[src/rtl/fwft_chain_pkg.sv]
package fwft_chain_pkg;

  // Occupancy between two wrapping pointers of pw bits.
  function automatic int unsigned ptr_gap(int unsigned wp, int unsigned rp, int unsigned pw);
    int unsigned mask;
    mask = (32'd1 << pw) - 32'd1;
    return (wp - rp) & mask;
  endfunction

  function automatic logic gap_full(int unsigned wp, int unsigned rp, int unsigned pw,
                                    int unsigned depth);
    return ptr_gap(wp, rp, pw) == depth;
  endfunction

  function automatic logic gap_nonzero(int unsigned wp, int unsigned rp, int unsigned pw);
    return ptr_gap(wp, rp, pw) != 0;
  endfunction

endpackage

[src/rtl/fwft_stage_ram.sv]
module fwft_stage_ram #(
  parameter int DW    = 16,
  parameter int DEPTH = 16,
  localparam int AW   = $clog2(DEPTH)
) (
  input  logic          clk,
  input  logic          we,
  input  logic [AW-1:0] waddr,
  input  logic [DW-1:0] wdata,
  input  logic [AW-1:0] raddr,
  output logic [DW-1:0] rdata
);

  logic [DW-1:0] cells [DEPTH];

  always_ff @(posedge clk) begin
    if (we) cells[waddr] <= wdata;
  end

  assign rdata = cells[raddr];

endmodule

[src/rtl/fwft_stage.sv]
module fwft_stage
  import fwft_chain_pkg::*;
#(
  parameter int DW    = 16,
  parameter int DEPTH = 16,
  localparam int AW   = $clog2(DEPTH),
  localparam int PW   = AW + 1
) (
  input  logic          clk,
  input  logic          rst_n,
  input  logic [DW-1:0] din,
  input  logic          wen_n,
  output logic          ir_n,
  output logic [DW-1:0] dout,
  input  logic          ren_n,
  output logic          or_n
);

  // Write side state
  logic [PW-1:0] wr_ptr, wr_ptr_nxt, rptr_seen;
  logic          full_q;
  // Read side state
  logic [PW-1:0] rd_ptr, wptr_d1, wptr_seen;
  logic          valid_q;
  logic [DW-1:0] out_q, ram_q;

  // Named internal events
  logic wr_evt;    // word stored in the array
  logic take_evt;  // outer read of the presented word
  logic ram_avail; // read side sees a stored word
  logic load_evt;  // array word moved into the output register

  assign wr_evt     = !wen_n && !full_q;
  assign wr_ptr_nxt = wr_ptr + PW'(wr_evt);
  assign take_evt   = !ren_n && valid_q;
  assign ram_avail  = gap_nonzero(32'(wptr_seen), 32'(rd_ptr), PW);
  assign load_evt   = ram_avail && (!valid_q || take_evt);

  fwft_stage_ram #(.DW(DW), .DEPTH(DEPTH)) u_ram (
    .clk   (clk),
    .we    (wr_evt),
    .waddr (wr_ptr[AW-1:0]),
    .wdata (din),
    .raddr (rd_ptr[AW-1:0]),
    .rdata (ram_q)
  );

  // Write side: the read pointer arrives one cycle late, and the full flag is registered.
  always_ff @(posedge clk) begin
    if (!rst_n) begin
      wr_ptr    <= '0;
      rptr_seen <= '0;
      full_q    <= 1'b0;
    end else begin
      wr_ptr    <= wr_ptr_nxt;
      rptr_seen <= rd_ptr;
      full_q    <= gap_full(32'(wr_ptr_nxt), 32'(rptr_seen), PW, DEPTH);
    end
  end

  // Read side: the write pointer arrives two cycles late and feeds the output register.
  always_ff @(posedge clk) begin
    if (!rst_n) begin
      rd_ptr    <= '0;
      wptr_d1   <= '0;
      wptr_seen <= '0;
      valid_q   <= 1'b0;
      out_q     <= '0;
    end else begin
      wptr_d1   <= wr_ptr;
      wptr_seen <= wptr_d1;
      if (load_evt) begin
        out_q   <= ram_q;
        rd_ptr  <= rd_ptr + PW'(1);
        valid_q <= 1'b1;
      end else if (take_evt) begin
        valid_q <= 1'b0;
      end
    end
  end

  assign ir_n = full_q;
  assign or_n = !valid_q;
  assign dout = out_q;

  AST_NO_OVERFLOW: assert property (@(posedge clk) disable iff (!rst_n)
    ptr_gap(32'(wr_ptr), 32'(rd_ptr), PW) <= DEPTH);

  AST_OUT_HOLD: assert property (@(posedge clk) disable iff (!rst_n)
    (!or_n && ren_n) |=> (!or_n && $stable(dout)));

  AST_VALID_FROM_LOAD: assert property (@(posedge clk) disable iff (!rst_n)
    $fell(or_n) |-> $past(ram_avail));

  AST_RESET_FLAGS: assert property (@(posedge clk)
    !rst_n |=> (or_n && !ir_n));

endmodule

[src/rtl/fwft_chain.sv]
module fwft_chain #(
  parameter int DW       = 16,
  parameter int DEPTH    = 16,
  parameter int N_STAGES = 4
) (
  input  logic          clk,
  input  logic          rst_n,
  input  logic [DW-1:0] wr_data,
  input  logic          wr_en_n,
  output logic          in_rdy_n,
  output logic [DW-1:0] rd_data,
  input  logic          rd_en_n,
  output logic          out_rdy_n
);

  logic [DW-1:0]       link_d [N_STAGES+1];
  logic [N_STAGES-1:0] or_w;
  logic [N_STAGES-1:0] ir_w;

  assign link_d[0] = wr_data;

  for (genvar k = 0; k < N_STAGES; k++) begin : g_stage
    logic wen_k, ren_k;
    if (k == 0) begin : g_head
      assign wen_k = wr_en_n;
    end else begin : g_mid_w
      assign wen_k = or_w[k-1];
    end
    if (k == N_STAGES - 1) begin : g_tail
      assign ren_k = rd_en_n;
    end else begin : g_mid_r
      assign ren_k = ir_w[k+1];
    end

    fwft_stage #(.DW(DW), .DEPTH(DEPTH)) u_stage (
      .clk   (clk),
      .rst_n (rst_n),
      .din   (link_d[k]),
      .wen_n (wen_k),
      .ir_n  (ir_w[k]),
      .dout  (link_d[k+1]),
      .ren_n (ren_k),
      .or_n  (or_w[k])
    );
  end

  assign in_rdy_n  = ir_w[0];
  assign out_rdy_n = or_w[N_STAGES-1];
  assign rd_data   = link_d[N_STAGES];

endmodule

[config.mk]
export PLATFORM = sky130hd
export DESIGN_NAME = fwft_chain
export DESIGN_NICKNAME = d
export VERILOG_FILES = /design/src/rtl/fwft_chain_pkg.sv /design/src/rtl/fwft_stage_ram.sv /design/src/rtl/fwft_stage.sv /design/src/rtl/fwft_chain.sv
export SDC_FILE = /design/constraint.sdc
export NUM_CORES = 1
export LEC_CHECK = 0
export BUFFER_PORTS_ARGS = -buffer_cell sky130_fd_sc_hd__buf_2
export CORE_UTILIZATION = 65
export DETAILED_ROUTE_END_ITERATION = 6
export GPL_ROUTABILITY_DRIVEN = 0
export GPL_TIMING_DRIVEN = 0
export HOLD_SLACK_MARGIN = 0.15
export PLACE_DENSITY = 0.82
export SLEW_MARGIN = 10
export SYNTH_ARGS = -nofsm -noshare
export SYNTH_HDL_FRONTEND = slang
export SYNTH_SLANG_ARGS = --single-unit
[constraint.sdc]
create_clock -name clk -period 6.8 [get_ports clk]
set_input_delay 1.36 -clock clk [delete_from_list [all_inputs] [get_ports clk]]
set_output_delay 1.36 -clock clk [all_outputs]
set_load 0.02 [all_outputs]
Word level (Yosys, flattened, before mapping)
Memories as Yosys holds them, arrays and structs flattened. A register that Yosys moved wholly into a read port is not among the register bits.
Cells that the tools add are included.
{ "op_classes": {"n_addsub": 16, "eq_ne": 4, "muxes": 16, "reduce_logical": 35} }
{ "op_table": {"columns": ["op", "count"], "rows": [
  ["$reduce_bool 32->1", 4],
  ["$sub 5x5->5", 8],
  ["$add 5x1->5", 4],
  ["$add 5x1->5 const B", 4],
  ["$eq 5x5->1 const B", 4],
  ["$mux 1", 16],
  ["$logic_not 1->1", 14],
  ["$logic_and 1x1->1", 9],
  ["$reduce_bool 2->1", 4],
  ["$logic_or 1x1->1", 4]
]} }
{ "totals": {"ff_bits": 108, "mem_bits_rw": 1024, "inputBits": 20, "out_inout_bits": 18, "word_cells": 103, "n_memories": 4} }
{ "mem_list": {"columns": ["name", "depth", "word_bits", "read_ports", "rd_clocked_by_memory_dff", "write_ports", "line_no", "text"], "rows": [
  ["g_stage[0].u_stage.u_ram.cells", 16, 16, 1, 1, 1, "fwft_stage_ram.sv:14", "logic [DW-1:0] cells [DEPTH];"],
  ["g_stage[1].u_stage.u_ram.cells", 16, 16, 1, 1, 1, "fwft_stage_ram.sv:14", null],
  ["g_stage[2].u_stage.u_ram.cells", 16, 16, 1, 1, 1, "fwft_stage_ram.sv:14", null],
  ["g_stage[3].u_stage.u_ram.cells", 16, 16, 1, 1, 1, "fwft_stage_ram.sv:14", null]
]} }

Longest topological paths before layout
{ "logic_depth": {"ltp_word": 5, "mapped_depth": 11, "ltp_nobuf": 10} }

Modules after synthesis
Synthesis repeated with hierarchy kept, for this count alone.
{ "unflattened": {"hier_cells": 2415, "hier_area_um2": 45841.5} }
{ "by_module_without_submodules": {"columns": ["module", "n_inst", "cells_per_inst", "area_each_um2", "seq_area_each_um2"], "rows": [
  ["fwft_stage_ram (g_stage[1].u_stage.u_ram ...)", 3, 416, 9723.1, 7687.4],
  ["fwft_stage_ram (g_stage[0].u_stage.u_ram)", 1, 416, 9721.8, 7687.4],
  ["fwft_stage (g_stage[0].u_stage ...)", 3, 188, 1737.9, 860.8],
  ["fwft_stage (g_stage[3].u_stage)", 1, 187, 1736.7, 860.8]
]} }

Worst setup path before layout
Ideal clock, no wire load.
{ "synth_path": {"kind": "input -> register", "from": "input port wr_en_n", "to": "memory g_stage[0].u_stage.u_ram.cells[0][0], enable pin", "setup_ps": 409, "t_arrival_ps": 2807, "required_time_ps": 6391, "slack_ps": 3584, "stages": 3, "n_path_buf": 0, "path_cell_list": "nor3_1 nand2b_1 nor3_1"} }
{ "synth_between": {"elab_chain_len": 4} }
{ "synth_lines": {"columns": ["item", "line_no", "text"], "rows": [
  ["start: declaration", "fwft_chain.sv:9", "input logic wr_en_n,"],
  ["$logic_not 1->1", "fwft_stage.sv:33", "assign wr_evt = !wen_n && !full_q;"],
  ["$logic_and 1x1->1", "fwft_stage.sv:33", null],
  ["$mux 1", "fwft_stage_ram.sv:17", "if (we) cells[waddr] <= wdata;"],
  ["$mux 1 (not written as such)", "fwft_stage_ram.sv:17", null],
  ["end: declaration", "fwft_stage_ram.sv:14", null]
]} }
Every way passes these cells.

Worst setup path after layout
{ "layout_path": {"from": "register g_stage[3].u_stage.rd_ptr[2]", "to": "register g_stage[3].u_stage.out_q[10], read port of g_stage[3].u_stage.u_ram.cells"} }
{ "layout_between": {"elab_chain_len": 3} }
{ "layout_lines": {"columns": ["item", "line_no", "text"], "rows": [
  ["start: declaration", "fwft_stage.sv:23", "logic [PW-1:0] rd_ptr, wptr_d1, wptr_seen;"],
  ["start signal: assignment", "fwft_stage.sv:74", "rd_ptr <= rd_ptr + PW'(1);"],
  ["$sub 5x5->5", "fwft_chain_pkg.sv:7", "return (wp - rp) & mask;"],
  ["$reduce_bool 32->1", "fwft_chain_pkg.sv:16", "return ptr_gap(wp, rp, pw) != 0;"],
  ["$logic_and 1x1->1", "fwft_stage.sv:37", "assign load_evt = ram_avail && (!valid_q || take_evt);"],
  ["end: declaration", "fwft_stage.sv:25", "logic [DW-1:0] out_q, ram_q;"]
]} }
Several ways; a longest one is shown, not always the timed one.
A chain may end at the register's enable or synchronous reset.

==> results.tsv <==
stage	metric	value	unit
setup_path	crit_path_start_kind	flop	
logic_synthesis	ys.flop_type	edfxtp_1	
clock_tree	clock_latency	0.70	ns
logic_synthesis	syn-num-nets	2559	
setup_path	cp_slowest_cell	or4b_1	
clock_tree	cts_buffers	110	
routing	met1_length	37120	um
floorplanning	fp-row-count	96	
logic_synthesis	yosysSeqAreaShare	0.7504	
clock_tree	tritoncts	yes	
place	dpl.cell_count	3517	
power	p_total	19.17	mW
setup_path	crit_path_end_kind	flop	
timing	final_max_slew_viol_count	0	
routing	wl_per_cell	28.12	um
power	vdd_ir_drop_max	0.0002804	V
logic_synthesis	ys_seq_elements	1196	
routing	routed.top_layer	met4	
setup_path	crit_fanout	10	
timing	setup_viol	0	
clock_tree	root_buffer	clkbuf_16	
setup_path	crit_type	flop to flop	
floorplanning	start_util	0.6609	
power	powerDensity	372.0	mW/mm^2
routing	drt_iter0_drc	2881	
timing	slew_headroom	0.2786	
place	io_buffers	37	
status	status	complete, no violations	
floorplanning	io_pins	38	
clock_tree	clk_pin_slew_worst_paths	0.06	ns
setup_path	crit_family	buffers and inverters	
setup_path	critPathBufInv	4	
routing	wl_met3	9118	um
clock_tree	cts_htree_levels	3	
logic_synthesis	synth_edf_count	1024	
cells_and_area	n_fill_cell	3657	
floorplanning	die_width	266.8	um
timing	fin_skew	0.03128	ns
setup_path	crit_cells	10	
clock_tree	ctsResizeCount	0	
cells_and_area	fin_util	0.7473	
timing	period_share	0.5599	
place	hpwl	66290	um
global_route	grt_max_degree	18	
global_route	globalRouteOverflowTotal	0	
routing	vias	24930	
routing	drcViolationCount	0	
logic_synthesis	async_flop_share	0	
logic_synthesis	synth.avg_cell_area	18.26	sq um
cells_and_area	synthToLayoutAreaGrowth	13.07	%
clock_tree	clock_path_buffers	3	
floorplanning	die-area	0.07117	sq mm
setup_path	r2r_slack	2.99	ns
logic_synthesis	ys_warn_count	0	
cells_and_area	final_cells	3728	
timing	fmax	0.2627	GHz
logic_synthesis	synthesis.area	0.04557	sq mm
power	p_leak	16.50	nW
routing	met2WireLength	53860	um
setup_path	ff2ff_path_depth	10	
clock_tree	cts_num_sinks	1196	
global_route	grt_use_total	0.3036	
logic_synthesis	synth_cell_type_count	46	
setup_path	endpoint	g_stage[3].u_stage.dout[10]	
routing	routed_wl	104800	um
hold_path	hp-class	flop to flop	
setup_path	startpoint	g_stage[3].u_stage.rd_ptr[2]	
global_route	grt_pass1_vias	26020	
setup_path	r2r-start	g_stage[3].u_stage.rd_ptr[2]	
setup_path	cp.required	7.36	ns
cells_and_area	final_nets	2764	
routing	drt_first_pass_iters	6	
clock_tree	post_cts_buffers	0	
timing	rsz0062_at_grt	no	
timing	min_period	3.807	ns
timing	holdWs	0.4341	ns
timing	setup_tns	0	ns
setup_path	slowest_delay	0.57	ns
setup_path	r2r_end	g_stage[3].u_stage.dout[10]	
floorplanning	die_y	266.8	um
routing	antenna_left	0	
logic_synthesis	syn_inst	2495	
timing	hold_viol_final	0	
job	drv_cap	0	
setup_path	crit_arrival	4.37	ns
floorplanning	core_region_area	0.06895	sq mm
setup_path	crit_chain	buf_2, buf_1, inv_1, ha_1, or4b_1, o211ai_2, a32oi_2, clkbuf_1, o21ai_0, a31oi_1	
cells_and_area	drive_above_1_share	0.2332	
clock_tree	cts_hold_buf	0	
global_route	grt_pass1_wl	157600	um
routing	vias_per_cell	6.688	
timing	tightest_slew	1.081	ns
global_route	antenna_found_initial	1	
where the power goes:
part           switching, mW  internal, mW
sequential             0.848          9.00
clock                   2.69          3.55
combinational           1.85          1.23
state kept, by name, summed over array words and instances, names as in the netlist:
| register | count |
|---|---|
| g_stage.u_stage.wr_ptr | 20 |
| g_stage.u_stage.wptr_seen | 20 |
| g_stage.u_stage.dout | 64 |
| g_stage.u_stage.rptr_seen | 20 |
| g_stage.u_stage.valid_q | 4 |
| g_stage.u_stage.rd_ptr | 20 |
| g_stage.u_stage.wptr_d1 | 20 |
| g_stage.u_stage.ir_n | 4 |
| g_stage.u_stage.u_ram.cells | 1024 |
placed cells by master, fill, tap and decap left out, types with 33 or more instances in the layout:
cell       instances
inv_1             42
and2_1            68
buf_2             89
dfxtp_1          172
clkbuf_16        110
nor2_1            41
o21ai_0          192
mux4_2           192
a21oi_1           79
edfxtp_1        1024
mux2_2            68
a31oi_1           68
clkbuf_1          94
buf_8             33
nor2_2            48
a22oi_1           64
ha_1              44
mux2i_1           64
layout make-up:
cell class	instances	area [sq um]	area share
Tap cell	931	1165	0.02261
Inverter	44	165.2	0.003205
Timing Repair Buffer	93	883.3	0.01714
Multi-Input combinational cell	1115	10800	0.2096
Clock inverter	59	656.9	0.01275
Clock buffer	149	3049	0.05918
Sequential cell	1196	34190	0.6636
Buffer	140	613.1	0.01190
Antenna cell	1	2.502	0.00004857
layer usage:
layer | GRT usage | vias up
met4 | 0.1288 | 0
met1 | 0.3862 | 12700
met5 | 0 | -
li1 | - | 10360
met3 | 0.05019 | 343
met2 | 0.5217 | 1527
worst register-to-register path: stages, from the launching register on:
cell and delay, ns:
dfxtp_1 0.36, buf_2 0.33, buf_1 0.54, inv_1 0.26
ha_1 0.39, or4b_1 0.57, o211ai_2 0.24, a32oi_2 0.21
clkbuf_1 0.31, o21ai_0 0.34, a31oi_1 0.11
through the flow:
| stage | instance area, sq um | setup slack, ns |
|---|---|---|
| finish | 51530 | 2.993 |
| global placement | 46920 | 2.598 |
| floorplan | 45570 | 3.584 |
| CTS | 51480 | 3.035 |
| global route | 51520 | 2.858 |
| detailed placement | 47770 | 3.278 |
synthesized netlist by cell type, drive strengths merged (3+ instances only):
library cell     n  area (sq um)
and3             4         25.02
and2            68         425.4
a21oi           79         395.4
dfxtp          172          3443
buf             70         350.3
nor3            17         85.08
ha              44         550.5
nand2b          19         118.9
edfxtp        1024         30750
clkbuf          70         262.8
nor2            89         334.1
nand2           25         93.84
a32oi            4         57.56
mux2            68         765.7
mux2i           64         640.6
a41oi            3         26.28
or3              4         25.02
nor2b            5         31.28
a31oi           68         425.4
nand3           19         95.09
xnor2           20         175.2
or4b             4         40.04
nand4           10         62.56
mux4           192          4324
inv             42         157.7
nand3b           4         30.03
o211ai           4         50.05
a22oi           64         480.5
o21ai          200          1001
xor2            12         105.1
a21o             4         30.03
nand4b           6         52.55
o31ai            4         30.03
cells by family after synthesis:
group / Yosys count / synth area share
flip-flops: 1196 / 0.7504
XOR/XNOR: 34 / 0.007139
multiplexers: 324 / 0.1258
AO/OA/AOI/OAI: 434 / 0.05549
AND/OR/NAND/NOR: 279 / 0.03210
buffers and inverters: 184 / 0.01708
adder cells (fa/ha/maj): 44 / 0.01208
how the worst min path moves through the flow:
stage / startpoint / end / slack [ns] / cells past startpoint
6_report: g_stage[2].u_stage.wptr_d1[1] / g_stage[2].u_stage.wptr_seen[1] / 0.43 / 1
5_1_grt: g_stage[3].u_stage.wptr_d1[2] / g_stage[3].u_stage.wptr_seen[2] / 0.46 / 1
4_1_cts: g_stage[2].u_stage.wptr_d1[1] / g_stage[2].u_stage.wptr_seen[1] / 0.43 / 1
3_5_place_dp: g_stage[2].u_stage.wptr_d1[1] / g_stage[2].u_stage.wptr_seen[1] / 0.42 / 1
3_3_place_gp: g_stage[3].u_stage.wptr_d1[3] / g_stage[3].u_stage.wptr_seen[3] / 0.41 / 1
2_1_floorplan: g_stage[0].u_stage.wptr_d1[0] / g_stage[0].u_stage.wptr_seen[0] / 0.41 / 1
No activity file was read; power rests on OpenSTA's default activity.
